==> config.mk <==
export PLATFORM = sky130hd
export DESIGN_NAME = fxc_convert
export DESIGN_NICKNAME = d
export VERILOG_FILES = /design/src/rtl/fxc_pkg.sv /design/src/rtl/fxc_ctrl.sv /design/src/rtl/fxc_align.sv /design/src/rtl/fxc_clamp.sv /design/src/rtl/fxc_datapath.sv /design/src/rtl/fxc_convert.sv
export SDC_FILE = /design/constraint.sdc
export NUM_CORES = 1
export LEC_CHECK = 0
export BUFFER_PORTS_ARGS = -buffer_cell sky130_fd_sc_hd__buf_4
export CAP_MARGIN = 20
export CORE_MARGIN = 2
export CORE_UTILIZATION = 35
export CTS_CLUSTER_DIAMETER = 80
export DETAILED_ROUTE_END_ITERATION = 10
export GPL_ROUTABILITY_DRIVEN = 0
export PLACE_DENSITY = 0.61
export SLEW_MARGIN = 20
export SYNTH_ARGS = -nofsm -noshare
export SYNTH_HDL_FRONTEND = slang
export SYNTH_SLANG_ARGS = --single-unit
export TNS_END_PERCENT = 20
==> constraint.sdc <==
create_clock -name clk -period 1.31 [get_ports clk]
set_input_delay 0.0655 -clock clk [delete_from_list [all_inputs] [get_ports clk]]
set_output_delay 0.0655 -clock clk [all_outputs]
set_load 0.01 [all_outputs]
==> src/rtl/fxc_pkg.sv <==
package fxc_pkg;

  typedef enum logic [1:0] {
    OVF_WRAP = 2'd0,
    OVF_SAT  = 2'd1,
    OVF_ZERO = 2'd2,
    OVF_SPARE = 2'd3
  } ovf_mode_e;

  typedef struct packed {
    logic      s1Load;
    logic      roundOn;
    logic      s2Load;
    ovf_mode_e s2Mode;
  } fxc_strobe_t;

  function automatic int alignWidth(int inW, int inFrac, int outFrac);
    return inW + 2 + ((outFrac > inFrac) ? (outFrac - inFrac) : 0);
  endfunction

  function automatic int compareWidth(int alnW, int outW);
    return (alnW > outW + 2) ? alnW : outW + 2;
  endfunction

endpackage

==> src/rtl/fxc_ctrl.sv <==
module fxc_ctrl
  import fxc_pkg::*;
(
  input  logic        clk,
  input  logic        rst,
  input  logic        inValid,
  input  logic        roundMode,
  input  logic [1:0]  ovfMode,
  output fxc_strobe_t strobe,
  output logic        outValid
);

  logic      validS1;
  logic      validS2;
  ovf_mode_e modeS1;

  always_ff @(posedge clk) begin
    if (rst) begin
      validS1 <= 1'b0;
      validS2 <= 1'b0;
      modeS1  <= OVF_WRAP;
    end else begin
      validS1 <= inValid;
      validS2 <= validS1;
      if (inValid) begin
        modeS1 <= ovf_mode_e'(ovfMode);
      end
    end
  end

  always_comb begin
    strobe.s1Load  = inValid;
    strobe.roundOn = roundMode;
    strobe.s2Load  = validS1;
    strobe.s2Mode  = modeS1;
  end

  assign outValid = validS2;

endmodule

==> src/rtl/fxc_align.sv <==
module fxc_align #(
  parameter int IN_W      = 16,
  parameter int IN_FRAC   = 13,
  parameter bit IN_SIGNED = 1'b1,
  parameter int OUT_FRAC  = 9,
  parameter int ALN_W     = 18
) (
  input  logic                    clk,
  input  logic                    rst,
  input  logic                    load,
  input  logic                    roundOn,
  input  logic [IN_W-1:0]         inData,
  output logic signed [ALN_W-1:0] alignQ
);

  localparam int SHIFT = IN_FRAC - OUT_FRAC;
  localparam int RSH   = (SHIFT > 0) ? SHIFT : 0;
  localparam int LSH   = (SHIFT < 0) ? -SHIFT : 0;
  localparam logic signed [ALN_W-1:0] UNIT = ALN_W'(1);
  localparam logic signed [ALN_W-1:0] HALF = (UNIT <<< RSH) >>> 1;

  logic signed [ALN_W-1:0] wideIn;
  logic signed [ALN_W-1:0] bias;
  logic signed [ALN_W-1:0] biased;
  logic signed [ALN_W-1:0] aligned;

  generate
    if (IN_SIGNED) begin : gSignedIn
      assign wideIn = ALN_W'($signed(inData));
    end else begin : gUnsignedIn
      assign wideIn = ALN_W'($signed({1'b0, inData}));
    end
  endgenerate

  always_comb begin
    bias    = roundOn ? HALF : '0;
    biased  = wideIn + bias;
    aligned = (biased >>> RSH) <<< LSH;
  end

  always_ff @(posedge clk) begin
    if (rst) begin
      alignQ <= '0;
    end else if (load) begin
      alignQ <= aligned;
    end
  end

endmodule

==> src/rtl/fxc_clamp.sv <==
module fxc_clamp
  import fxc_pkg::*;
#(
  parameter int OUT_W      = 12,
  parameter bit OUT_SIGNED = 1'b1,
  parameter int ALN_W      = 18,
  parameter int CMP_W      = 18
) (
  input  logic                    clk,
  input  logic                    rst,
  input  logic                    load,
  input  ovf_mode_e               mode,
  input  logic signed [ALN_W-1:0] alignQ,
  output logic [OUT_W-1:0]        outData,
  output logic                    ovfFlag
);

  localparam logic [CMP_W-1:0] ONE = CMP_W'(1);
  localparam logic signed [CMP_W-1:0] MAXV = OUT_SIGNED ?
    $signed((ONE << (OUT_W - 1)) - ONE) : $signed((ONE << OUT_W) - ONE);
  localparam logic signed [CMP_W-1:0] MINV = OUT_SIGNED ?
    $signed(-(ONE << (OUT_W - 1))) : $signed(CMP_W'(0));

  logic signed [CMP_W-1:0] value;
  logic                    tooHigh;
  logic                    tooLow;
  logic                    outOfRange;
  logic [OUT_W-1:0]        lowBits;
  logic [OUT_W-1:0]        result;

  always_comb begin
    value      = CMP_W'(alignQ);
    tooHigh    = value > MAXV;
    tooLow     = value < MINV;
    outOfRange = tooHigh | tooLow;
    lowBits    = value[OUT_W-1:0];
    case (mode)
      OVF_SAT: begin
        if (tooHigh)     result = MAXV[OUT_W-1:0];
        else if (tooLow) result = MINV[OUT_W-1:0];
        else             result = lowBits;
      end
      OVF_ZERO: result = outOfRange ? '0 : lowBits;
      default:  result = lowBits;
    endcase
  end

  always_ff @(posedge clk) begin
    if (rst) begin
      outData <= '0;
      ovfFlag <= 1'b0;
    end else if (load) begin
      outData <= result;
      ovfFlag <= outOfRange;
    end else begin
      ovfFlag <= 1'b0;
    end
  end

endmodule

==> src/rtl/fxc_datapath.sv <==
module fxc_datapath
  import fxc_pkg::*;
#(
  parameter int IN_W       = 16,
  parameter int IN_FRAC    = 13,
  parameter bit IN_SIGNED  = 1'b1,
  parameter int OUT_W      = 12,
  parameter int OUT_FRAC   = 9,
  parameter bit OUT_SIGNED = 1'b1,
  parameter int ALN_W      = 18,
  parameter int CMP_W      = 18
) (
  input  logic             clk,
  input  logic             rst,
  input  fxc_strobe_t      strobe,
  input  logic [IN_W-1:0]  inData,
  output logic [OUT_W-1:0] outData,
  output logic             ovfFlag
);

  logic signed [ALN_W-1:0] alignQ;

  fxc_align #(
    .IN_W(IN_W), .IN_FRAC(IN_FRAC), .IN_SIGNED(IN_SIGNED),
    .OUT_FRAC(OUT_FRAC), .ALN_W(ALN_W)
  ) uAlign (
    .clk(clk), .rst(rst), .load(strobe.s1Load), .roundOn(strobe.roundOn),
    .inData(inData), .alignQ(alignQ)
  );

  fxc_clamp #(
    .OUT_W(OUT_W), .OUT_SIGNED(OUT_SIGNED), .ALN_W(ALN_W), .CMP_W(CMP_W)
  ) uClamp (
    .clk(clk), .rst(rst), .load(strobe.s2Load), .mode(strobe.s2Mode),
    .alignQ(alignQ), .outData(outData), .ovfFlag(ovfFlag)
  );

endmodule

==> src/rtl/fxc_convert.sv <==
module fxc_convert
  import fxc_pkg::*;
#(
  parameter int IN_W       = 16,
  parameter int IN_FRAC    = 13,
  parameter bit IN_SIGNED  = 1'b1,
  parameter int OUT_W      = 12,
  parameter int OUT_FRAC   = 9,
  parameter bit OUT_SIGNED = 1'b1
) (
  input  logic             clk,
  input  logic             rst,
  input  logic             inValid,
  input  logic [IN_W-1:0]  inData,
  input  logic             roundMode,
  input  logic [1:0]       ovfMode,
  output logic             outValid,
  output logic [OUT_W-1:0] outData,
  output logic             ovfFlag
);

  localparam int ALN_W = alignWidth(IN_W, IN_FRAC, OUT_FRAC);
  localparam int CMP_W = compareWidth(ALN_W, OUT_W);

  fxc_strobe_t strobe;

  fxc_ctrl uCtrl (
    .clk(clk), .rst(rst), .inValid(inValid), .roundMode(roundMode),
    .ovfMode(ovfMode), .strobe(strobe), .outValid(outValid)
  );

  fxc_datapath #(
    .IN_W(IN_W), .IN_FRAC(IN_FRAC), .IN_SIGNED(IN_SIGNED),
    .OUT_W(OUT_W), .OUT_FRAC(OUT_FRAC), .OUT_SIGNED(OUT_SIGNED),
    .ALN_W(ALN_W), .CMP_W(CMP_W)
  ) uPath (
    .clk(clk), .rst(rst), .strobe(strobe), .inData(inData),
    .outData(outData), .ovfFlag(ovfFlag)
  );

endmodule

# After elaboration in Yosys (flattened, before gate mapping)
# Index checks and enable logic that the tools add are counted.
# word_totals
regBits	31
input_bits	22
word_cells	19
# op_classes
n_addsub	1
order_cmp	2
n_eq_ne	2
muxes	5
n_bitwise	2
n_reduce_logical	1
# ops
operator	count
two-way mux 12 bit	3
one-hot mux 12 bit (2 select lines)	1
adder 16 x 5 -> 17 bit	1
> comparator 14 x 12 -> 1 bit (second input constant)	1
< comparator 14 x 12 -> 1 bit (second input constant)	1
two-way mux 4 bit	1
== test 2 x 1 -> 1 bit (second input constant)	1
== test 2 bit (second input constant)	1
OR reduction 2 bit	1
inverter 1 bit	1
bitwise OR 1 bit	1

# Logic depth before layout (Yosys ltp)
# logic_depth
depth_word	4
mapped_depth	7

# Cells and area by module
# A second synthesis with hierarchy kept.
# hier_totals
cells_unflattened	163
area_unflattened_um2	1604.0
# modules_own_cells
mod	n_inst	cells_per_inst	area_each_um2	seq_area_each_um2
fxc_align	1	86	732.0	260.2
fxc_clamp	1	64	729.4	260.2
fxc_ctrl	1	13	142.6	80.1

# Worst setup path after synthesis
# No wires, ideal clock.
# synth_path
path_kind	flip-flop to flip-flop
from	register uCtrl.modeS1[0]
to	register uPath.uClamp.outData[10]
setup_ns	0.078
arrival_ns	1.354
path_slack_ns	-0.122
path_stages_with_launch	8
path_buffers	1
path_cell_list	dfxtp_1 inv_1 ha_1 inv_1 a31o_2 clkbuf_1 a21oi_1 nor3_1
# synth_via
elab_chain_len	2
word_cells_on_any_way	3
# synth_rtl
item	line	source
start, declared	fxc_ctrl.sv:15	ovf_mode_e modeS1;
start signal, assigned	fxc_ctrl.sv:26	modeS1 <= ovf_mode_e'(ovfMode);
== test 2 bit or == test 2 x 1 -> 1 bit (tied branches)	fxc_clamp.sv:37	case (mode)
one-hot mux 12 bit (2 select lines) (*)	fxc_clamp.sv:37	
end signal, assigned	fxc_clamp.sv:53	outData <= result;
end, declared	fxc_clamp.sv:14	output logic [OUT_W-1:0] outData,
# Every way passes the cells marked *; elsewhere a longest branch is shown, timed or not.
# A chain may end at the register's enable or synchronous reset.

# Worst setup path after layout
# layout_path
from	register uCtrl.modeS1[0]
to	register uPath.uClamp.outData[3]
# Same word-level chain as after synthesis.

==> impl_metrics.json <==
{
  "fin_nets": 218,
  "synthCells": 156,
  "grt_usage_pct": 13.55,
  "synth_cell_types": 31,
  "placedInstanceArea_um2": 1697,
  "startpoint": "uCtrl.modeS1[0]$_SDFFE_PP0P_",
  "synth_edf_count": 0,
  "ys_top_cells_by_area": "dfxtp_1 45%, nor2_1 7.8%, nor3_1 5.6%, a211oi_1 4.5%, a21oi_1 4.1%",
  "grt_start_max_net_pins": 30,
  "synth_most_common_cell": "dfxtp_1",
  "critPathLaunchType": "register",
  "grt_pass1_wl_um": 4664,
  "synth_ff_type": "dfxtp_1",
  "fin_crit_sh_pct": 105.6,
  "slowest_stage": "dfxtp_4",
  "maxCapViolations": 0,
  "synth_common_cells": "30 x dfxtp_1, 28 x nor2_1, 15 x nor3_1",
  "cts_sinks": 30,
  "io_pins": 36,
  "synth_fp_nets": 181,
  "maxSlewViolCount": 0,
  "cp.required_ns": 1.51,
  "cts_hold_buf": 0,
  "core_area_um2": 3689,
  "cts.clk_slew.worst_paths_ns": 0.06,
  "num_vias": 1178,
  "critPathCaptureType": "register",
  "ant_nets": 0,
  "power_density_nw_per_um2": 1095,
  "rows": 22,
  "hold_viol": 0,
  "fmax_mhz": 722.7,
  "fin_area_um2": 1869,
  "area_growth_pct": 38.72,
  "grt_overflow": 0,
  "cts_buffer_depth": 2,
  "netlist_area_um2": 1348,
  "grt_pass1_vias": 1090,
  "drt_iter0_drc": 22,
  "rsz0062_at_grt": "yes",
  "synth_area_per_cell_um2": 8.638,
  "antenna_found_initial": 0,
  "synth_warnings": 0,
  "post-route-util_pct": 50.68,
  "die-height_um": 66.05,
  "regToRegStartpoint": "uCtrl.modeS1[0]$_SDFFE_PP0P_",
  "drc": 0,
  "dp_hpwl_um": 2066,
  "cts_root_buffer": "clkbuf_8",
  "reg2regPathDepth": 7,
  "cts_tree": "done",
  "power_leakage_nw": 0.7131,
  "final.min_clock_period_ns": 1.384,
  "worst-slew-pin-transition_ns": 0.3067,
  "status": "finished with violations",
  "failed_checks": "setup timing",
  "routed_via_density": 4.888,
  "crit_chain": "inv_2 > ha_4 > nor2_4 > o31ai_4 > buf_6 > a21oi_2 > nor3_1",
  "seq_area_frac_synth_pct": 44.57,
  "drive_gt1_share_pct": 36.79,
  "initial_utilization_pct": 36.53,
  "whs_endpoint": "uCtrl.modeS1[1]$_SDFFE_PP0P_",
  "drt-total-wl_um": 2869,
  "r2r_slack_ns": -0.07,
  "arrival_ns": 1.58,
  "die_x_um": 66.05,
  "insertion_delay_ns": 0.27,
  "r2r-end": "uPath.uClamp.outData[3]$_SDFFE_PP0P_",
  "synth-seq-cells": 30,
  "finClkSkew_ns": 0.002674,
  "yosysTopAreaCell": "dfxtp_1",
  "cts_made_buffers": 5,
  "max_slew_margin_pct": 79.55,
  "drt_first_pass_iters": 4,
  "h-tree-depth": 2,
  "min_from": "ovfMode[1]",
  "async_flop_share_pct": 0,
  "path_max_fanout": 5,
  "port-buffer-count": 32,
  "setup_viol": 11,
  "slowest_delay_ns": 0.35,
  "netlist.area_leader.share_pct": 44.57,
  "crit_type": "register to register",
  "n_fill_cell": 366,
  "num_antenna_cells": 0,
  "setup_ws_ns": -0.07371,
  "hold_path.class": "input pin to register",
  "vdd_drop_max_mv": 0.4294,
  "die_area_um2": 4363,
  "min_delay_path_depth": 3,
  "wl_per_cell_um": 11.90
}
==> metal layers <==
metal,GRT usage [%],vias to the layer above,share of wire [%],wire length [um]
met4,6.122,0,1.1,32
met1,17.49,528,49,1392
li1,-,622,-,-
met5,0,-,0,0
met3,2.044,2,3.9,113
met2,22.22,26,46,1329
==> through the flow <==
stage               power (mW)  setup TNS (ns)  hold WS [ns]  worst slack (ns)  std cells
floorplan                1.226       -0.008697        0.1486        -0.0008870        156
global placement         1.359         -0.6439        0.3044           -0.1034        232
detailed placement       1.372          -1.231        0.3129           -0.1628        232
CTS                      2.036         -0.9033       0.03222          -0.09846        240
global route             2.155          -1.415       0.03448           -0.1988        241
finish                   2.046         -0.5644       0.03497          -0.07371        241
==> cells by family (layout without fill, tap and decap cells) <==
group | after synthesis | count (layout) | synth area share (%)
xor gates and xnor gates | 8 | 8 | 5.200
adders and majority gates | 3 | 3 | 2.786
buffers and inverters | 16 | 53 | 4.643
AOI/OAI and AO/OA | 31 | 31 | 15.60
DFF | 30 | 30 | 44.57
muxes | 3 | 3 | 2.229
and+or+nand+nor | 65 | 65 | 24.98
==> worst max-delay path by stage <==
stage               slack, ns                               endpoint
floorplan             -0.0009  uPath.uClamp.outData[10]$_SDFFE_PP0P_
global placement        -0.10   uPath.uClamp.outData[0]$_SDFFE_PP0P_
detailed placement      -0.16   uPath.uClamp.outData[0]$_SDFFE_PP0P_
CTS                      -0.1   uPath.uClamp.outData[1]$_SDFFE_PP0P_
global route            -0.20   uPath.uClamp.outData[6]$_SDFFE_PP0P_
finish                  -0.07   uPath.uClamp.outData[3]$_SDFFE_PP0P_
==> cell usage in the layout, fill, tap and decap left out, types with 3 or more instances in the layout <==
master,count
dfxtp_1,28
or3_1,3
o21ai_0,3
nor2_1,27
a21oi_2,10
clkbuf_8,5
nor3_1,14
mux2i_1,3
nand2_1,6
a211oi_1,8
buf_4,37
a311oi_1,3
inv_1,4
xnor2_1,6
nand3_1,3
==> where the power goes <==
part / internal (mW) / switching [mW] / leakage [nW]
combinational: 0.186 / 0.196 / 0.425
sequential: 0.972 / 0.0427 / 0.249
clock: 0.364 / 0.285 / 0.0383
==> worst max-delay path: cells and delay by family, from the launching register on <==
| kind | cells | cell delay, ns |
|---|---|---|
| AO/OA/AOI/OAI | 2 | 0.37 |
| flip-flops | 1 | 0.35 |
| buffers and inverters | 2 | 0.26 |
| AND/OR/NAND/NOR | 2 | 0.18 |
| adder cells (fa/ha/maj) | 1 | 0.15 |
==> layout make-up <==
type                            count  area (um^2)  area share, %
Clock buffer                        7        76.32          4.083
Sequential cell                    30        608.1          32.53
Multi-Input combinational cell    110        795.8          42.57
Tap cell                           48        60.06          3.213
Inverter                            7        28.78          1.539
Timing Repair Buffer               39        300.3          16.06
==> state kept, by name (all words and copies together), names as in the netlist <==
| signal | flops |
|---|---|
| uPath.uAlign.alignQ | 13 |
| uPath.uClamp.outData | 12 |
| uCtrl.modeS1 | 2 |
| uCtrl.outValid | 1 |
| uCtrl.validS1 | 1 |
| uPath.uClamp.ovfFlag | 1 |
==> what timing repair did <==
item,4_1_cts,5_1_grt
hold endpoints to repair,0,0
resized for setup,6,13
gates cloned,1,0
endpoints found under the setup margin,11,11
pin swaps,1,4
setup buffers,0,1
(Power assumes the default switching activity.)
